`src/rtl/digpot_spi_pkg.sv`:
```
package digpot_spi_pkg;

  localparam int BYTE_W   = 8;
  localparam int OP_W     = 4;
  localparam int REGSEL_W = 2;
  localparam int ADDR_W   = 2;
  localparam int BITCNT_W = $clog2(BYTE_W);

  localparam logic [OP_W-1:0] DEV_TYPE = 4'b0101;

  localparam logic [OP_W-1:0] OP_GLB_D2W  = 4'b0001;
  localparam logic [OP_W-1:0] OP_STEP     = 4'b0010;
  localparam logic [OP_W-1:0] OP_STATUS   = 4'b0101;
  localparam logic [OP_W-1:0] OP_GLB_W2D  = 4'b1000;
  localparam logic [OP_W-1:0] OP_RD_WIPER = 4'b1001;
  localparam logic [OP_W-1:0] OP_WR_WIPER = 4'b1010;
  localparam logic [OP_W-1:0] OP_RD_DREG  = 4'b1011;
  localparam logic [OP_W-1:0] OP_WR_DREG  = 4'b1100;
  localparam logic [OP_W-1:0] OP_D2W      = 4'b1101;
  localparam logic [OP_W-1:0] OP_W2D      = 4'b1110;

  typedef enum logic [2:0] {
    K_DROP, K_XFER, K_WRITE, K_READ, K_STATUS, K_STEP
  } kind_e;

  typedef enum logic [2:0] {
    F_ID, F_INSTR, F_WDATA, F_READ, F_STEP, F_IGNORE
  } frame_e;

  function automatic kind_e kind_of(logic [OP_W-1:0] op);
    case (op)
      OP_D2W, OP_W2D, OP_GLB_D2W, OP_GLB_W2D: return K_XFER;
      OP_WR_WIPER, OP_WR_DREG:                return K_WRITE;
      OP_RD_WIPER, OP_RD_DREG:                return K_READ;
      OP_STATUS:                              return K_STATUS;
      OP_STEP:                                return K_STEP;
      default:                                return K_DROP;
    endcase
  endfunction

endpackage

```
`src/rtl/digpot_spi_sampler.sv`:
```
module digpot_spi_sampler #(
  parameter int W = 4
) (
  input  logic         clk,
  input  logic         rst_n,
  input  logic [W-1:0] din,
  output logic [W-1:0] dout
);
  // One capture stage; reset value 0 so a select held low at reset shows no edge.
  always_ff @(posedge clk or negedge rst_n) begin
    if (!rst_n) dout <= '0;
    else        dout <= din;
  end
endmodule

```
`src/rtl/digpot_spi_classify.sv`:
```
module digpot_spi_classify
  import digpot_spi_pkg::*;
(
  input  logic [BYTE_W-1:0] byte_in,
  input  logic [ADDR_W-1:0] dev_addr,
  output logic              id_ok,
  output logic [OP_W-1:0]   op,
  output logic [REGSEL_W-1:0] reg_idx,
  output logic              pot,
  output kind_e             kind
);
  localparam int PAD_W = BYTE_W - OP_W - ADDR_W;

  always_comb begin
    id_ok   = (byte_in[BYTE_W-1 -: OP_W] == DEV_TYPE) &&
              (byte_in[ADDR_W +: PAD_W] == '0) &&
              (byte_in[ADDR_W-1:0] == dev_addr);
    op      = byte_in[BYTE_W-1 -: OP_W];
    reg_idx = byte_in[2 +: REGSEL_W];
    pot     = byte_in[0];
    kind    = byte_in[1] ? K_DROP : kind_of(op);
  end
endmodule

```
`src/rtl/digpot_spi_shiftout.sv`:
```
module digpot_spi_shiftout #(
  parameter int W = 8
) (
  input  logic         clk,
  input  logic         rst_n,
  input  logic         clear,
  input  logic         load,
  input  logic [W-1:0] load_val,
  input  logic         shift,
  output logic         so
);
  logic [W-1:0] sreg;

  always_ff @(posedge clk or negedge rst_n) begin
    if (!rst_n) begin
      sreg <= '0;
      so   <= 1'b0;
    end else if (clear) begin
      sreg <= '0;
      so   <= 1'b0;
    end else if (load) begin
      sreg <= load_val;
    end else if (shift) begin
      so   <= sreg[W-1];
      sreg <= {sreg[W-2:0], 1'b0};
    end
  end
endmodule

```
`src/rtl/digpot_spi_frontend.sv`:
```
module digpot_spi_frontend
  import digpot_spi_pkg::*;
(
  input  logic                clk,
  input  logic                rst_n,
  input  logic                spi_sck,
  input  logic                spi_cs_n,
  input  logic                spi_hold_n,
  input  logic                spi_si,
  input  logic [ADDR_W-1:0]   dev_addr,
  input  logic                wip_flag,
  input  logic [BYTE_W-1:0]   rd_data,
  output logic                spi_so,
  output logic                spi_so_oe,
  output logic                cmd_valid,
  output logic [OP_W-1:0]     cmd_op,
  output logic                cmd_pot,
  output logic [REGSEL_W-1:0] cmd_reg,
  output logic [BYTE_W-1:0]   cmd_data
);
  localparam int PIN_W = 4;
  localparam logic [BITCNT_W-1:0] LAST_BIT = BITCNT_W'(BYTE_W - 1);

  logic [PIN_W-1:0] pins_s;
  logic sck_c, csn_c, hold_c, si_c;
  logic sck_p, csn_p;

  digpot_spi_sampler #(.W(PIN_W)) u_sample (
    .clk (clk), .rst_n (rst_n),
    .din ({spi_sck, spi_cs_n, spi_hold_n, spi_si}),
    .dout(pins_s)
  );
  assign {sck_c, csn_c, hold_c, si_c} = pins_s;

  always_ff @(posedge clk or negedge rst_n) begin
    if (!rst_n) begin
      sck_p <= 1'b0;
      csn_p <= 1'b0;
    end else begin
      sck_p <= sck_c;
      csn_p <= csn_c;
    end
  end

  logic active, hold_act;
  logic cs_fall, run, rise, fall;

  assign cs_fall = csn_p & ~csn_c;
  assign run     = active & ~csn_c & ~hold_act;
  assign rise    = run & sck_c & ~sck_p;
  assign fall    = run & ~sck_c & sck_p;

  // Frame is armed only by a seen select falling edge.
  always_ff @(posedge clk or negedge rst_n) begin
    if (!rst_n)       active <= 1'b0;
    else if (csn_c)   active <= 1'b0;
    else if (cs_fall) active <= 1'b1;
  end

  // Pause changes state only while the serial clock is low.
  always_ff @(posedge clk or negedge rst_n) begin
    if (!rst_n)                hold_act <= 1'b0;
    else if (!active || csn_c) hold_act <= 1'b0;
    else if (!sck_c)           hold_act <= ~hold_c;
  end

  logic [BYTE_W-1:0]   sh_in, byte_next;
  logic [BITCNT_W-1:0] bitc;
  logic                byte_end;
  frame_e              fst;
  logic [OP_W-1:0]     op_q;
  logic [REGSEL_W-1:0] reg_q;
  logic                pot_q;
  logic                rd_load, st_load;

  assign byte_next = {sh_in[BYTE_W-2:0], si_c};
  assign byte_end  = rise && (bitc == LAST_BIT);

  logic                id_ok, c_pot;
  logic [OP_W-1:0]     c_op;
  logic [REGSEL_W-1:0] c_reg;
  kind_e               c_kind;

  digpot_spi_classify u_cls (
    .byte_in (byte_next), .dev_addr (dev_addr),
    .id_ok (id_ok), .op (c_op), .reg_idx (c_reg), .pot (c_pot), .kind (c_kind)
  );

  always_ff @(posedge clk or negedge rst_n) begin
    if (!rst_n) begin
      fst       <= F_ID;
      bitc      <= '0;
      sh_in     <= '0;
      op_q      <= '0;
      reg_q     <= '0;
      pot_q     <= 1'b0;
      rd_load   <= 1'b0;
      st_load   <= 1'b0;
      cmd_valid <= 1'b0;
      cmd_op    <= '0;
      cmd_pot   <= 1'b0;
      cmd_reg   <= '0;
      cmd_data  <= '0;
    end else begin
      cmd_valid <= 1'b0;
      rd_load   <= 1'b0;
      st_load   <= 1'b0;
      if (!active || csn_c) begin
        fst  <= F_ID;
        bitc <= '0;
      end else if (rise) begin
        sh_in <= byte_next;
        bitc  <= bitc + 1'b1;
        case (fst)
          F_ID: if (byte_end) fst <= id_ok ? F_INSTR : F_IGNORE;
          F_INSTR: if (byte_end) begin
            op_q  <= c_op;
            reg_q <= c_reg;
            pot_q <= c_pot;
            case (c_kind)
              K_XFER: begin
                cmd_valid <= 1'b1; cmd_op <= c_op; cmd_pot <= c_pot;
                cmd_reg <= c_reg; cmd_data <= '0;
                fst <= F_IGNORE;
              end
              K_READ: begin
                cmd_valid <= 1'b1; cmd_op <= c_op; cmd_pot <= c_pot;
                cmd_reg <= c_reg; cmd_data <= '0;
                rd_load <= 1'b1;
                fst <= F_READ;
              end
              K_STATUS: begin
                st_load <= 1'b1;
                fst <= F_READ;
              end
              K_WRITE: fst <= F_WDATA;
              K_STEP:  fst <= F_STEP;
              default: fst <= F_IGNORE;
            endcase
          end
          F_WDATA: if (byte_end) begin
            cmd_valid <= 1'b1; cmd_op <= op_q; cmd_pot <= pot_q;
            cmd_reg <= reg_q; cmd_data <= byte_next;
            fst <= F_IGNORE;
          end
          F_STEP: begin
            cmd_valid <= 1'b1; cmd_op <= op_q; cmd_pot <= pot_q;
            cmd_reg <= reg_q; cmd_data <= {{(BYTE_W-1){1'b0}}, si_c};
          end
          default: ;
        endcase
      end
    end
  end

  logic [BYTE_W-1:0] out_val;
  assign out_val = rd_load ? rd_data : {{(BYTE_W-1){1'b0}}, wip_flag};

  digpot_spi_shiftout #(.W(BYTE_W)) u_so (
    .clk (clk), .rst_n (rst_n),
    .clear (!active || csn_c),
    .load (rd_load | st_load), .load_val (out_val),
    .shift (fall && (fst == F_READ)),
    .so (spi_so)
  );

  assign spi_so_oe = active & ~csn_c & ~hold_act & (fst == F_READ);

endmodule

```
`config.mk`:
```
export PLATFORM = sky130hd
export DESIGN_NAME = digpot_spi_frontend
export DESIGN_NICKNAME = d
export VERILOG_FILES = /design/src/rtl/digpot_spi_pkg.sv /design/src/rtl/digpot_spi_sampler.sv /design/src/rtl/digpot_spi_classify.sv /design/src/rtl/digpot_spi_shiftout.sv /design/src/rtl/digpot_spi_frontend.sv
export SDC_FILE = /design/constraint.sdc
export NUM_CORES = 1
export LEC_CHECK = 0
export ABC_AREA = 1
export BUFFER_PORTS_ARGS = -buffer_cell sky130_fd_sc_hd__buf_4
export CAP_MARGIN = 20
export CORE_ASPECT_RATIO = 0.6
export CORE_UTILIZATION = 51
export CTS_CLUSTER_SIZE = 24
export DETAILED_ROUTE_END_ITERATION = 10
export HOLD_SLACK_MARGIN = 0.03
export PLACE_DENSITY_LB_ADDON = 0.1
export RECOVER_POWER = 25
export SKIP_LAST_GASP = 1
export SLEW_MARGIN = 10
export SYNTH_ARGS = -nofsm -noshare
export SYNTH_HDL_FRONTEND = slang
export SYNTH_SLANG_ARGS = --single-unit
```
`constraint.sdc`:
```
create_clock -name clk -period 1.55 [get_ports clk]
set_input_delay 0.31 -clock clk [delete_from_list [all_inputs] [get_ports clk]]
set_output_delay 0.31 -clock clk [all_outputs]
set_load 0.02 [all_outputs]
```
==> results of run 1 <==
[critical path: cells and delay by family, from the launching register on]
family	cells	cell delay [ns]
and+or+nand+nor	6	0.66
DFF	1	0.42
buffers and inverters	2	0.31
adders and majority gates	1	0.16
[where the power goes]
group | total, W | internal (W) | switching (W)
Sequential | 0.00152 | 0.00149 | 0.0000376
Combinational | 0.000402 | 0.000169 | 0.000233
Clock | 0.000867 | 0.000409 | 0.000458
[synthesized netlist by cell type (all sizes together)]
cell	number	area share, %
nand2	99	15
dfrtp	55	52
nand3	40	8.0
o21ai	26	4.9
inv	25	3.6
nor2	21	3.5
a22o	8	2.7
buf	8	2.0
ha	7	3.3
nand4	7	1.7
a21oi	3	0.57
clkbuf	3	0.43
nor3	3	0.57
a211oi	1	0.28
clkinv	1	0.19
nand3b	1	0.28
nor4	1	0.24
o22ai	1	0.24
xor2	1	0.33
[per-stage QoR]
stage | util [%] | setup slack [ns]
global placement | 64.4 | 0.0285
global route | 73.1 | -0.114
finish | 73.1 | -0.0559
detailed placement | 64.4 | -0.0254
CTS | 67.3 | 0.00380
floorplan | - | 0.0325
[layer usage]
layer | track usage (%) | up-vias | part of all wire, %
met5 | 0 | - | 0
met4 | 6.49 | 0 | 0.39
met3 | 4.72 | 4 | 5.0
met2 | 33.1 | 63 | 45
met1 | 32.6 | 1086 | 50
li1 | - | 1139 | -
[repair_timing]
| action | in CTS | in global routing |
|---|---|---|
| pin swaps | 0 | 23 |
| cloned | 0 | 2 |
| endpoints found under the setup margin | 17 | 31 |
| endpoints found under the hold margin | 17 | 0 |
| setup buffers | 1 | 10 |
| hold buffers | 1 | 0 |
| gates resized for setup | 4 | 41 |
[how the worst max path moves through the flow]
stage | startpoint | end | slack (ns)
after floorplan | sh_in[4] | cmd_data[0] | 0.03
after global placement | sh_in[3] | cmd_data[3] | 0.03
after detailed placement | sh_in[3] | cmd_data[4] | -0.03
after CTS | sh_in[3] | fst[2] | 0.004
after global routing | sh_in[4] | cmd_data[1] | -0.11
final | sh_in[4] | cmd_data[1] | -0.06
[area by class of cell]
cell class              count  area (µm²)  share of cell area [%]
well taps                  63        78.8                    2.26
multi-input cells         220        1280                    36.6
clock buffers               8         100                    2.87
repair buffers             63         553                    15.8
inverters                  26         104                    2.97
flip-flops and latches     55        1380                    39.4
[logic make-up after synthesis]
| group | count (synthesis) |
|---|---|
| AOI/OAI and AO/OA | 39 |
| adders and majority gates | 7 |
| DFF | 55 |
| xor gates and xnor gates | 1 |
| buffers and inverters | 37 |
| and+or+nand+nor | 172 |
==> impl_results.md, run 1 <==
- Design area: 0.00349 mm²
- # DRC: 0
- Critical setup path kind: flop to flop
- Die X-Extent: 94.9 µm
- Reg2reg end: cmd_data[1]
- Startpoint types: flop
- Routed vias/inst: 5.27
- XOR/XNOR Fraction of Synth Area: 0.332%
- Final Slew Violations: 0
- Largest registers: cmd_data (8), u_so.sreg (8), sh_in (7)
- RSZ-0062 raised after global routing: yes
- Crit path DAT: 1.86 ns
- Initial Util: 55.2%
- Hold Crit Endpoint: u_sample.dout[3]
- Final cell count without fillers: 435
- Final worst slack: -0.0559 ns
- Worst r2r path cells: 9
- Antenna Violating Nets Remaining: 0
- Most frequent cells in the layout: nand2_1 (82), dfrtp_1 (54), buf_4 (51)
- Failing checks: setup timing
- Clock Sink Count: 55
- Wirelength per Cell: 13.6 µm
- I/O pins: 35
- Area of the core: 0.00478 mm²
- CP Capture Type: flop
- R2R Path Start: sh_in[4]
- Cells along the critical path: buf_4 > ha_2 > nand3b_1 > nand2_2 > nand3_4 > nand2_8 > clkbuf_16 > nand3_1 > nand2_1
- DIE AREA: 0.00547 mm²
- Fin crit period: 1.61 ns
- Worst Tran Pin Value: 0.476 ns
- Post-DP Area: 0.00308 mm²
- Reg2Reg Setup Slack: -0.06 ns
- Hold crit path type: input pin to flop
- Most common library cell in the layout ignoring fill and taps: nand2_1
- Final setup violation count: 12
- Yosys cell types: 28
- Synthesis-to-layout area growth: 32.4%
- Maxcap violations: 0
- DRT iter0 DRCs: 112
- PD cells: 799 mW/mm²
- Overall Global Routing Usage: 22.1%
- Dpl cells: 413
- First-pass GRT wire length: 9.16 mm
- Layout cells sized above 1: 32.0%
- Simple-gate share of the synthesized area: 29.3%
- Total Neg Setup Slack: -0.261 ns
- CTS root buffer: clkbuf_8
- Congestion Overflow GR: 0
- Synth Area in Adders: 3.32%
- Clock H-tree levels: 2
- Via count: 2292
- Nets: 395
- Status: complete, but fails checks
- Die extent in y: 57.7 µm
- Port buffer count: 34
- Mapped Nets: 335
- CTS Buffer Depth: 2
- Period utilization: 104%
- Synth Area in Compound Gates: 8.68%
- DR pass1 iterations: 4
- CTS clk-pin slew, worst paths: 0.10 ns
- Tot Pwr: 0.00279 W
- Setup Skew: 0.00671 ns
- Gpl congestion: 0.785
- Mux cell area share after synthesis: 0%
- Rows: 19
- Ys Warns: 0
- Inserted Diodes: 0
- WHS Path Cells: 1
- #FFs+latches synth: 55
- Main combinational cell family by area after synthesis: simple AND/OR/NAND/NOR gates
- Worst EP required: 1.80 ns
- Pin count of the biggest net entering global routing: 39
- CTS tree: yes
- Syn Std Cell Area: 0.00264 mm²
- Drt total wl: 5.91 mm
- Part of the Yosys area used for sequential elements: 52.2%
- Post-synthesis cell count: 311
- Slowest cell delay on critical path: 0.42 ns
- P_leak: 1.75 nW
- CP Max Fanout: 7
- VDD IR max: 0.000483 V
- Worst path slowest cell: dfrtp_1
- Fin Hold WS: 0.118 ns
- Hold Path Origin: spi_sck
- Skew-Pair Late Insertion Delay: 0.31 ns
- Initial antenna violation count: 0
- Detailed Place HPWL: 3.93 mm
- Highest clock rate: 0.623 GHz
- Syn avg cell area: 8.48 µm²
- Slew headroom: 68.3%
- Vias in the first global route: 2014
- # fillers: 340
- Final Hold Fails: 0
- CTS buffer count: 5
No activity file was read; power rests on OpenSTA's default activity.
==> run 2: changes to the inputs <==
--- a/config.mk
+++ b/config.mk
@@ -9,7 +9,7 @@
 export BUFFER_PORTS_ARGS = -buffer_cell sky130_fd_sc_hd__buf_4
 export CAP_MARGIN = 20
 export CORE_ASPECT_RATIO = 0.6
-export CORE_UTILIZATION = 51
+export CORE_UTILIZATION = 61
 export CTS_CLUSTER_SIZE = 24
 export DETAILED_ROUTE_END_ITERATION = 10
 export HOLD_SLACK_MARGIN = 0.03
@@ -19,4 +19,5 @@
 export SLEW_MARGIN = 10
 export SYNTH_ARGS = -nofsm -noshare
 export SYNTH_HDL_FRONTEND = slang
+export SYNTH_HIERARCHICAL = 1
 export SYNTH_SLANG_ARGS = --single-unit
==> constraint.sdc (replaced) <==
create_clock -name clk -period 1.95 [get_ports clk]
set_input_delay 0.39 -clock clk [delete_from_list [all_inputs] [get_ports clk]]
set_output_delay 0.39 -clock clk [all_outputs]
set_load 0.02 [all_outputs]
==> run 2 against run 1 <==
The flow now finishes without violations. Fmax decreased by 15%. Die area decreased by 8.9%. Critical path depth increased by 2. Sequential cell count unchanged. Cell area decreased by 5.4%. Sequential share of layout area increased by 2.2 points. Sequential power decreased by 20%. Critical path type unchanged. Critical endpoint is now cmd_data[6]. Largest power group unchanged.
==> impl_results.md, run 2 <==
- R2R Path Start: sh_in[3]
- Clock Sink Count: 55 (unchanged)
- Rows: 18 (-1)
- Post-CTS Hold Fix Bufs: 0 (-1)
- Status: completed
- CTS buffer count: 5 (unchanged)
- Ys async rst share: 100% (unchanged)
- Highest clock rate: 0.530 GHz (-15%)
- CTS root buffer: clkbuf_8
- P_leak: 1.75 nW (about the same)
- Post-DP Area: 0.00310 mm² (+0.77%)
- Post-synth top cells: nand2_1 (116), dfrtp_1 (55), inv_1 (36)
- Gpl congestion: 0.800 (+1.9%)
- Period utilization: 96.8% (-6.9 points)
- Yosys cell types: 36 (+29%)
- CTS tree: yes
- Synthesis-to-layout area growth: 15.3%
- First-pass GRT wire length: 9.78 mm (+6.8%)
- Most frequent cells in the layout: nand2_1 (115), dfrtp_1 (55), buf_4 (38)
- Reg2Reg Setup Slack: 0.06 ns (+0.12 ns)
- DIE AREA: 0.00499 mm² (-8.9%)
- Fin crit period: 1.89 ns (+0.281 ns)
- Layout cells sized above 1: 23.7% (-8.3 points)
- VDD IR max: 0.000453 V (-6.2%)
- Inserted Diodes: 0 (unchanged)
- Post-synthesis cell count: 349 (+12%)
- # fillers: 315 (-7.4%)
- Reg2reg end: cmd_data[6]
- Area contributors post-synth: dfrtp_1 (48%), nand2_1 (15%), nand3_1 (6.1%)
- Die extent in y: 55.1 µm (-4.5%)
- Worst EP required: 2.19 ns (+0.39 ns)
- Critical setup path kind: flop to flop
- Initial Util: 66.6% (+11 points)
- Number of enable flip-flop cells after synthesis: 0 (unchanged)
- CP Capture Type: flop
- Slew headroom: 11.0% (-57 points)
- Hold crit path type: input pin to flop
- Antenna Violating Nets Remaining: 0 (unchanged)
- Primary FF master, synth: dfrtp_1
- CP Max Fanout: 4 (-3)
- Nets: 407 (+3.0%)
- PD cells: 700 mW/mm² (-12%)
- Pin count of the biggest net entering global routing: 56 (+44%)
- Count leader, synth: nand2_1
- Maxcap violations: 0 (unchanged)
- Congestion Overflow GR: 0 (unchanged)
- RSZ-0062 raised after global routing: yes
- Fin util: 76.8% (+3.7 points)
- Vias in the first global route: 2000 (-0.70%)
- Hold Path Origin: spi_cs_n
- Post-synth top area share: 48.0% (-4.1 points)
- CTS Buffer Depth: 2 (unchanged)
- Syn avg cell area: 8.21 µm² (-3.2%)
- Initial antenna violation count: 0 (unchanged)
- # DRC: 0 (unchanged)
- Clock H-tree levels: 2 (unchanged)
- CTS clk-pin slew, worst paths: 0.10 ns (about the same)
- Final Hold Fails: 0 (unchanged)
- Worst Tran Pin Value: 1.33 ns (+0.859 ns)
- DR pass1 iterations: 5 (+1)
- Most common library cell in the layout ignoring fill and taps: nand2_1
- Skew-Pair Late Insertion Delay: 0.30 ns (about the same)
- #FFs+latches synth: 55 (unchanged)
- Routed vias/inst: 5.36 (+1.7%)
- WHS Path Cells: 1 (unchanged)
- Final setup violation count: 0 (-12)
- I/O pins: 35 (unchanged)
- Wirelength per Cell: 13.7 µm (+0.76%)
- Syn Std Cell Area: 0.00287 mm² (+8.6%)
- Port buffer count: 34 (unchanged)
- Mapped Nets: 373 (+11%)
- Crit path DAT: 2.12 ns (+0.26 ns)
- DRT iter0 DRCs: 275 (+150%)
- Synth area leader: dfrtp_1
- Overall Global Routing Usage: 26.1% (+4.0 points)
- Hold Crit Endpoint: u_sample/dout[2]
- Part of the Yosys area used for sequential elements: 48.0% (-4.1 points)
- Startpoint types: flop
- Worst r2r path cells: 11 (+2)
- Area of the core: 0.00430 mm² (-10%)
- Detailed Place HPWL: 4.20 mm (+7.0%)
- Design area: 0.00331 mm² (-5.4%)
- Ys Warns: 6 (+6)
- Setup Skew: 0.00837 ns (+0.00166 ns)
- Largest registers: cmd_data (8), u_so/sreg (8), sh_in (7)
- Final Slew Violations: 0 (unchanged)
- Drt total wl: 6.07 mm (+2.8%)
- Die X-Extent: 90.5 µm (-4.6%)
- Via count: 2380 (+3.8%)
run 2: changes by cell type in the layout (fill, tap and decap cells not counted), sizes merged, moves of 2 or more:
cell	change
clkbuf	-3
nand2	+24
nand3	-4
nor2	-2
inv	+18
bufinv	+2
buf	-17
a22o	-6
or2	+2
nand4	-3
run 2: per-layer routing:
| metal | GRT usage, % | share of wire (%) | vias to the layer above |
|---|---|---|---|
| li1 | - | - | 1165 |
| met1 | 40.4 | 51 | 1113 |
| met2 | 38.0 | 42 | 94 |
| met3 | 5.60 | 6.5 | 8 |
| met4 | 4.03 | 0.68 | 0 |
| met5 | 0 | 0 | - |
run 2: worst max-delay path, stage by stage, from the launching register on:
cell and delay, ns:
dfrtp_1 0.41, inv_2 0.08, ha_1 0.28, nand3_1 0.09, a21oi_2 0.19, nand2_2 0.09, nand3_2 0.08, nand3_4 0.10
nand2_4 0.16, buf_4 0.13, nand3_1 0.10, nand2_1 0.10
run 2: stage by stage:
step | setup TNS, ns | instances | setup WS (ns) | power (W) | hold WS, ns
final | 0 | 444 | 0.0634 | 0.00231 | 0.209
after global routing | -0.156 | 444 | -0.0300 | 0.00240 | 0.197
after CTS | 0 | 442 | 0.00295 | 0.00232 | 0.144
after detailed placement | 0 | 433 | 0.00866 | 0.00145 | 0.390
after global placement | 0 | 433 | 0.0141 | 0.00144 | 0.380
after floorplan | 0 | 349 | 0.0776 | 0.00137 | 0.0944
run 2: layout make-up:
cell class                 instances  area [µm²]  area share [%]
sequential                        55        1380            41.6
clock inverter                     2        60.1            1.82
inverter                          43         169            5.11
clock buffer                       6        72.6            2.20
multi-input combinational        234        1220            36.9
timing repair buffer              44         332            10.0
tap                               60        75.1            2.27
run 2: kinds of logic after synthesis:
| kind of cell | synth area share, % |
|---|---|
| adders and majority gates | 3.06 |
| xor gates and xnor gates | 0.306 |
| buffers and inverters | 11.3 |
| muxes | 0.393 |
| and+or+nand+nor | 29.4 |
| DFF | 48.0 |
| AOI/OAI and AO/OA | 7.51 |
run 2: how the worst max path moves through the flow:
stage / slack [ns] / to / cells after the start / startpoint
after global placement: 0.01 / cmd_data[1] / 14 / sh_in[4]
after detailed placement: 0.009 / cmd_data[1] / 14 / sh_in[4]
after floorplan: 0.08 / cmd_data[0] / 14 / sh_in[4]
final: 0.06 / cmd_data[6] / 11 / sh_in[3]
after CTS: 0.003 / cmd_data[1] / 14 / sh_in[4]
after global routing: -0.03 / cmd_data[2] / 11 / sh_in[3]
run 2: power by group:
part	switching, W	internal [W]	total [W]
combinational	0.000138	0.0000885	0.000227
sequential	0.0000411	0.00117	0.00121
clock	0.000360	0.000513	0.000874
total	0.000540	0.00177	0.00231
run 2: timing repair:
action                                 4_1_cts  5_1_grt
setup endpoints to repair                    1       17
pin swaps                                    1        4
endpoints found under the hold margin        0        0
resized for setup                            1       12
setup buffers                                1        1
gates cloned                                 0        1
